`src/rtl/coldrst_pkg.sv`:
```
package coldrst_pkg;
  // State order matters: enables are decoded by range compares.
  typedef enum logic [2:0] {
    IDLE_RESET    = 3'd0,
    RELEASE_DRIVE = 3'd1,
    WAIT_PLL      = 3'd2,
    CLK_START     = 3'd3,
    HOLD_RSTN     = 3'd4,
    RELEASE_RSTN  = 3'd5,
    CHECK_RSTN    = 3'd6,
    RUN           = 3'd7
  } seq_state_e;
endpackage

```
`src/rtl/coldrst_win_cnt.sv`:
```
module coldrst_win_cnt #(
  parameter int CNT_W = 12
) (
  input  logic             clk_i,
  input  logic             rst_ni,
  input  logic             load_i,
  input  logic [CNT_W-1:0] load_val_i,
  output logic             zero_o
);
  logic [CNT_W-1:0] cnt_q;

  always_ff @(posedge clk_i or negedge rst_ni) begin
    if (!rst_ni)             cnt_q <= '0;
    else if (load_i)         cnt_q <= load_val_i;
    else if (cnt_q != '0)    cnt_q <= cnt_q - 1'b1;
  end

  assign zero_o = (cnt_q == '0);

  // Counter saturates at zero; the windows never wrap
  p_cnt_hold_r6: assert property (@(posedge clk_i) disable iff (!rst_ni)
    zero_o && !load_i |=> zero_o);
endmodule

```
`src/rtl/coldrst_vec_cap.sv`:
```
module coldrst_vec_cap #(
  parameter int VEC_W = 16
) (
  input  logic             clk_i,
  input  logic             rst_ni,
  input  logic             cold_ni,
  input  logic [VEC_W-1:0] pins_i,
  input  logic             capture_i,
  output logic [VEC_W-1:0] vec_o,
  output logic             valid_o
);
  logic [VEC_W-1:0] hist_q [2];

  always_ff @(posedge clk_i or negedge rst_ni) begin
    if (!rst_ni) begin
      hist_q[0] <= '0;
      hist_q[1] <= '0;
    end else begin
      hist_q[0] <= pins_i;
      hist_q[1] <= hist_q[0];
    end
  end

  always_ff @(posedge clk_i or negedge rst_ni) begin
    if (!rst_ni) begin
      vec_o   <= '0;
      valid_o <= 1'b0;
    end else if (capture_i) begin
      vec_o   <= hist_q[1];
      valid_o <= 1'b1;
    end else if (!cold_ni) begin
      valid_o <= 1'b0;
    end
  end

  p_valid_clear_r3: assert property (@(posedge clk_i) disable iff (!rst_ni)
    !cold_ni |=> !valid_o);
  p_vec_stable_r3: assert property (@(posedge clk_i) disable iff (!rst_ni)
    !capture_i |=> $stable(vec_o));
endmodule

```
`src/rtl/coldrst_seq.sv`:
```
module coldrst_seq
  import coldrst_pkg::*;
#(
  parameter int VEC_W       = 16,
  parameter int REDRIVE_DLY = 8,
  parameter int WIN_CYCLES  = 4000
) (
  input  logic             clk_i,
  input  logic             rst_ni,
  input  logic             cold_rst_ni,
  input  logic [VEC_W-1:0] addr_lo_i,
  input  logic             pll_lock_i,
  input  logic             rst_pin_i,
  output logic             addr_lo_oe_o,
  output logic             addr_hi_oe_o,
  output logic             rst_pin_oe_o,
  output logic             ext_clk_en_o,
  output logic [VEC_W-1:0] boot_vec_o,
  output logic             boot_vec_valid_o,
  output logic             core_start_o
);
  localparam int CNT_MAX = (WIN_CYCLES > REDRIVE_DLY) ? WIN_CYCLES : REDRIVE_DLY;
  localparam int CNT_W   = $clog2(CNT_MAX + 1);
  localparam logic [CNT_W-1:0] WIN_LD = CNT_W'(WIN_CYCLES - 1);
  localparam logic [CNT_W-1:0] DRV_LD = CNT_W'(REDRIVE_DLY - 1);

  initial begin
    a_redrive_range_r4: assert (REDRIVE_DLY >= 1 && REDRIVE_DLY <= 16)
      else $error("REDRIVE_DLY out of range 1..16");
  end

  seq_state_e       state_q, state_d;
  logic             cnt_load, cnt_zero, capture, start_d, start_q;
  logic [CNT_W-1:0] cnt_val;

  coldrst_win_cnt #(.CNT_W(CNT_W)) u_cnt (
    .clk_i      (clk_i),
    .rst_ni     (rst_ni),
    .load_i     (cnt_load),
    .load_val_i (cnt_val),
    .zero_o     (cnt_zero)
  );

  coldrst_vec_cap #(.VEC_W(VEC_W)) u_cap (
    .clk_i     (clk_i),
    .rst_ni    (rst_ni),
    .cold_ni   (cold_rst_ni),
    .pins_i    (addr_lo_i),
    .capture_i (capture),
    .vec_o     (boot_vec_o),
    .valid_o   (boot_vec_valid_o)
  );

  always_comb begin
    state_d  = state_q;
    cnt_load = 1'b0;
    cnt_val  = WIN_LD;
    capture  = 1'b0;
    start_d  = 1'b0;
    if (!cold_rst_ni) begin
      state_d = IDLE_RESET;
    end else begin
      unique case (state_q)
        IDLE_RESET: begin
          capture  = 1'b1;
          cnt_load = 1'b1;
          cnt_val  = DRV_LD;
          state_d  = RELEASE_DRIVE;
        end
        RELEASE_DRIVE: if (cnt_zero) state_d = WAIT_PLL;
        WAIT_PLL:      if (pll_lock_i) state_d = CLK_START;
        CLK_START: begin
          cnt_load = 1'b1;
          state_d  = HOLD_RSTN;
        end
        HOLD_RSTN: if (cnt_zero) begin
          cnt_load = 1'b1;
          state_d  = RELEASE_RSTN;
        end
        RELEASE_RSTN: if (cnt_zero) state_d = CHECK_RSTN;
        CHECK_RSTN: if (rst_pin_i) begin
          start_d = 1'b1;
          state_d = RUN;
        end
        RUN:     state_d = RUN;
        default: state_d = IDLE_RESET;
      endcase
    end
  end

  always_ff @(posedge clk_i or negedge rst_ni) begin
    if (!rst_ni) begin
      state_q <= IDLE_RESET;
      start_q <= 1'b0;
    end else begin
      state_q <= state_d;
      start_q <= start_d;
    end
  end

  // Pin enables follow cold reset without waiting for a clock edge
  assign addr_lo_oe_o = cold_rst_ni && (state_q > RELEASE_DRIVE);
  assign addr_hi_oe_o = 1'b1;
  assign rst_pin_oe_o = !cold_rst_ni || (state_q <= HOLD_RSTN);
  assign ext_clk_en_o = cold_rst_ni && (state_q >= CLK_START);
  assign core_start_o = start_q;

  p_redrive_after_cap_r4: assert property (@(posedge clk_i) disable iff (!rst_ni)
    $rose(addr_lo_oe_o) |-> $past(boot_vec_valid_o));
  p_clk_needs_lock_r5: assert property (@(posedge clk_i) disable iff (!rst_ni)
    $rose(ext_clk_en_o) |-> $past(pll_lock_i));
  p_rst_release_clocked_r6: assert property (@(posedge clk_i) disable iff (!rst_ni)
    $fell(rst_pin_oe_o) |-> ext_clk_en_o);
  p_start_pin_high_r7: assert property (@(posedge clk_i) disable iff (!rst_ni)
    $rose(core_start_o) |-> $past(rst_pin_i) && !rst_pin_oe_o);
  p_start_pulse_r7: assert property (@(posedge clk_i) disable iff (!rst_ni)
    core_start_o |=> !core_start_o);
  p_cold_clears_r9: assert property (@(posedge clk_i) disable iff (!rst_ni)
    !cold_rst_ni |=> !boot_vec_valid_o && !core_start_o);
endmodule

```
`config.mk`:
```
export PLATFORM = sky130hd
export DESIGN_NAME = coldrst_seq
export DESIGN_NICKNAME = d
export VERILOG_FILES = /design/src/rtl/coldrst_pkg.sv /design/src/rtl/coldrst_win_cnt.sv /design/src/rtl/coldrst_vec_cap.sv /design/src/rtl/coldrst_seq.sv
export SDC_FILE = /design/constraint.sdc
export NUM_CORES = 1
export LEC_CHECK = 0
export CORE_MARGIN = 3
export CORE_UTILIZATION = 45
export CTS_CLUSTER_SIZE = 16
export DETAILED_ROUTE_END_ITERATION = 12
export PLACE_DENSITY_LB_ADDON = 0.15
export SYNTH_ARGS = -nofsm -noshare
export SYNTH_HDL_FRONTEND = slang
export SYNTH_SLANG_ARGS = --single-unit
```
`constraint.sdc`:
```
create_clock -name clk_i -period 1.96 [get_ports clk_i]
set_input_delay 0.294 -clock clk_i [delete_from_list [all_inputs] [get_ports clk_i]]
set_output_delay 0.294 -clock clk_i [all_outputs]
set_load 0.02 [all_outputs]
```
* Word-level counts from Yosys, hierarchy flattened
Cells that the tools add are included.
** Cells by class
- Magnitude comparators :: 3
- Muxes and demuxes :: 21
- Equality and inequality tests :: 13
- Add/sub/neg operators :: 1
- Reduce and logical (&&, ||, !) cells :: 10
** Operator list (number)
- $mux 12 :: 4
- $pmux 3 s8 :: 1
- $mux 3 :: 6
- $ne 3x3->1 const B :: 5
- $eq 3x3->1 const B :: 4
- $logic_not 12->1 :: 1
- $reduce_bool 12->1 :: 1
- $sub 12x1->12 const B :: 1
- $mux 1 :: 9
- $eq 3x2->1 const B :: 2
- $reduce_and 5->1 :: 1
- $eq 3x1->1 const B :: 1
- $ge 3x2->1 const B :: 1
- $gt 3x1->1 const B :: 1
- $le 3x3->1 const B :: 1
- $logic_not 3->1 :: 1
- $logic_and 1x1->1 :: 2
- $ne 2x1->1 const B :: 1
- $pmux 1 s2 :: 1
- $reduce_bool 2->1 :: 1
- $reduce_or 2->1 :: 1
- $logic_not 1->1 :: 1
- $logic_or 1x1->1 :: 1
** Storage, ports and cells
- Bits in registers :: 65
- Input port bits :: 21

* Longest topological paths before layout
- Word-level depth :: 5
- Depth in mapped cells :: 7
- Gate-level depth less buffers :: 6

* By module
Synthesis repeated with hierarchy kept, for this count alone.
** Unflattened totals
- Cell total of the unflattened synthesis :: 174
- Area total of the unflattened synthesis :: 2506.2 um2
** Modules (own cells, without submodules)
- coldrst_vec_cap :: area an instance 1480.2 um2, instances 1, cells an instance 68, seq. area each 1226.2 um2
- coldrst_win_cnt :: area an instance 730.7 um2, instances 1, cells an instance 72, seq. area each 300.3 um2
- coldrst_seq :: area an instance 295.3 um2, instances 1, cells an instance 34, seq. area each 100.1 um2

* Worst setup path before layout
Ideal clock, no wire load.
- Kind :: register to register
- From :: reg u_cnt.cnt_q[0]
- To :: reg u_cnt.cnt_q[6]
- Data arrival time :: 1.583 ns
- Cell stages (with the launch flop) :: 8
- Path buffers :: 1
- Slack :: 0.293 ns
- Required time :: 1.876 ns
- Cells stage by stage :: dfrtp_1 inv_1 ha_1 nor4b_1 and4b_1 buf_4 or3_1 a21boi_0
** On the way
- Word-level cells in the longest chain between the ends :: 5
- Elaborated cells between the ends (all ways) :: 9
- Classes of those cells :: 1 x add/sub; 5 x mux; 3 x reduce/logical
** Ends and longest elaborated chain
- start: declaration :: RTL line coldrst_win_cnt.sv:10 : logic [CNT_W-1:0] cnt_q;
- start signal: assignment :: RTL line coldrst_win_cnt.sv:14 : else if (load_i) cnt_q <= load_val_i;
- start signal: assignment :: RTL line coldrst_win_cnt.sv:15 : else if (cnt_q != '0) cnt_q <= cnt_q - 1'b1;
- branches (longest 5 deep; another with $sub 12x1->12)
Several ways; the timed one is not identified. The select of a mux whose other input is x is not followed.
A chain may end at the register's enable or synchronous reset.

* Worst setup path after layout
- From :: reg u_cnt.cnt_q[4]
- To :: reg u_cnt.cnt_q[7]
The elaborated chain is that of the path after synthesis.

==> results_dict.tcl <==
set metrics [dict create \
    final_hold_viol_count 0 \
    area_delta_synth_final_pct 30.4 \
    powerDensity_mw_per_mm2 1050 \
    yosysSeqAreaShare_pct 68.0 \
    yosysWarnings 0 \
    grt.total_usage_pct 15.7 \
    syn_area_per_cell_um2 14.2 \
    maxSlewViolCount 0 \
    p_total_uw 3290 \
    drc 0 \
    synth_nets 191 \
    antenna_left 0 \
    die_h_um 78.9 \
    path_max_fanout 9 \
    top_layer "met4" \
    dp_slack_ns -0.121 \
    grt_overflow 0 \
    cts_tree "yes" \
    route.met2.wl_um 2090 \
    cp-start-kind "flop" \
    final_net_count 241 \
    grt_pass1_wl_um 7370 \
    wl_um 4170 \
    post_cts_buffers 0 \
    final_common_cell "dfrtp_1" \
    io_pins 43 \
    crit_required_ns 2.16 \
    critPathKind "flop to flop" \
    synth_seq_cells 65 \
    cts-buffers-inserted 9 \
    antenna_found_initial 0 \
    die_w_um 78.9 \
    leakagePower_uw 0.00132 \
    drtIter0Drc 100 \
    final.period_utilization_pct 94.1 \
    dp_hpwl_um 2820 \
    period_needed_ns 1.84 \
    setup.worst_path.start "u_cnt.cnt_q[4]$_DFFE_PN0P_" \
    finalSetupViolations 0 \
    root_buffer "clkbuf_8" \
    start_util_pct 48.4 \
    post-route-util_pct 63.2 \
    cts_sinks 65 \
    fillers 394 \
    most-common-layout-cells "dfrtp_1, clkdlybuf4s50_1, mux2_2" \
    vias_per_cell 4.97 \
    arrival_ns 2.04 \
    dp.cells 273 \
    hp-class "flop to flop" \
    layoutNonFillerInstCount 290 \
    netlist_instances 168 \
    ir_worst_vdd_v 0.000754 \
    clk_path_buf_depth 2 \
    h-tree-depth 3 \
    dpl_cell_area_mm2 0.00289 \
    rr_startpoint "u_cnt.cnt_q[4]$_DFFE_PN0P_" \
    hp-start "u_cap.hist_q[31]$_DFF_PN0_" \
    drive_gt1_share_pct 23.8 \
    vias 1441 \
    grt_max_degree 66 \
    wl_met1_um 1810 \
    synth_area_mm2 0.00239 \
    rsz0062_at_grt "false" \
    cap_violations 0 \
    worst_slack_ns 0.116 \
    dieArea_mm2 0.00623 \
    routedWlPerCell_um 14.4 \
    port_buffers 41 \
    diodes 0 \
    skew_ns 0.0123 \
    drt_pass1_iterations 4 \
    worst_setup_path_end_kind "flop" \
    final_cell_area_mm2 0.00312 \
    synth_cell_type_count 45 \
    num_rows 25 \
    clock_latency_ns 0.34 \
    path_clk_slew_ns 0.08 \
    gp_congestion 0.756 \
    status "complete, no violations" \
    max_freq_ghz 0.542 \
    wl_met3_um 159 \
    grt_pass1_vias 1528 \
    design.core.area_mm2 0.00494 \
]
==> path summary, 6_finish.rpt <==
check / endpoint / slack [ns] / depth (start not counted)
hold reg to reg: u_cap.hist_q[15]$_DFF_PN0_ / 0.35 / 0
setup reg to reg: u_cnt.cnt_q[7]$_DFFE_PN0P_ / 0.12 / 4
max in group asynchronous: state_q[2]$_DFFE_PN0P_ / 1.16 / 3
hold / removal: u_cap.hist_q[15]$_DFF_PN0_ / 0.35 / 0
min in group asynchronous: u_cap.vec_o[15]$_DFFE_PN0P_ / 0.49 / 3
setup / recovery: u_cnt.cnt_q[7]$_DFFE_PN0P_ / 0.12 / 4
==> layout make-up <==
cell class,count,area (µm²),area share (%)
flip-flops and latches,65,1630,52.3
multi-input cells,91,698,22.4
repair buffers,48,482,15.4
clock buffers,11,151,4.85
well taps,67,83.8,2.69
clock inverters,5,63.8,2.04
inverters,3,11.3,0.361
==> per-stage QoR <==
step / TNS [ns] / hold WS, ns
2_1_floorplan: 0 / -0.00159
3_3_place_gp: -0.0941 / 0.325
3_5_place_dp: -0.197 / 0.330
4_1_cts: 0 / 0.352
5_1_grt: 0 / 0.357
6_report: 0 / 0.348
==> power breakdown <==
group / total [µW] / switching (µW) / internal (µW)
logic: 512 / 238 / 273
registers: 1610 / 122 / 1480
clock network: 1170 / 507 / 662
==> per-layer routing <==
metal	global-route usage (%)	vias to the layer above
met1	19.3	718
met3	4.54	10
li1	-	679
met5	0	-
met2	24.4	34
met4	9.97	0
==> cell families (layout without fill, tap and decap cells) <==
family,after synthesis,count (layout),share of synthesized area (%)
XOR/XNOR,6,6,2.20
multiplexers,17,17,8.00
adder cells (fa/ha/maj),2,2,1.05
AND/OR/NAND/NOR,42,42,10.8
other,1,1,0.157
buffers and inverters,12,67,2.93
AO/OA/AOI/OAI,23,23,6.90
flip-flops,65,65,68.0
==> Yosys cell counts (all sizes together) <==
cell     instances  share of area [%]
buf              9                2.5
and3b            1               0.37
ha               2                1.0
nor4b            2               0.73
o21ai            3               0.63
a2bb2oi          1               0.37
nor3b            3                1.1
o2111ai          1               0.37
and3             1               0.26
o31ai            1               0.31
o211ai           1               0.31
a21oi            6                1.4
a21boi           1               0.31
or2              1               0.26
nand2b           1               0.26
and2             2               0.52
nand3b           1               0.31
o41ai            2                1.0
conb             1               0.16
nand2            9                1.4
nand3            4                1.0
or3              1               0.26
nor4             2                1.2
o21a             3               0.94
a21o             2               0.68
or4              1               0.47
xnor2            3                1.1
nor3             3               0.63
or2b             1               0.31
inv              3               0.47
and4b            1               0.42
xor2             3                1.1
a31oi            2               0.52
nor2             8                1.3
mux2            17                8.0
dfrtp           65                 68
==> state kept, by name (all words and copies together), names as in the netlist <==
register / cells
u_cap.vec_o: 16
u_cnt.cnt_q: 12
u_cap.hist_q: 32
state_q: 3
core_start_o: 1
u_cap.valid_o: 1
==> worst max-delay path, stage by stage (launching register included) <==
cell and delay, ns:
dfrtp_1 0.46, nor4_4 0.45, and4b_1 0.44, a21o_2 0.27, a31oi_1 0.07
==> timing repair <==
action | in CTS | in global routing
hold endpoints to repair | 65 | 0
gates cloned | 0 | 0
hold buffers | 1 | 0
endpoints found under the setup margin | 3 | 4
gates resized for setup | 6 | 2
No activity file was read; power rests on OpenSTA's default activity.
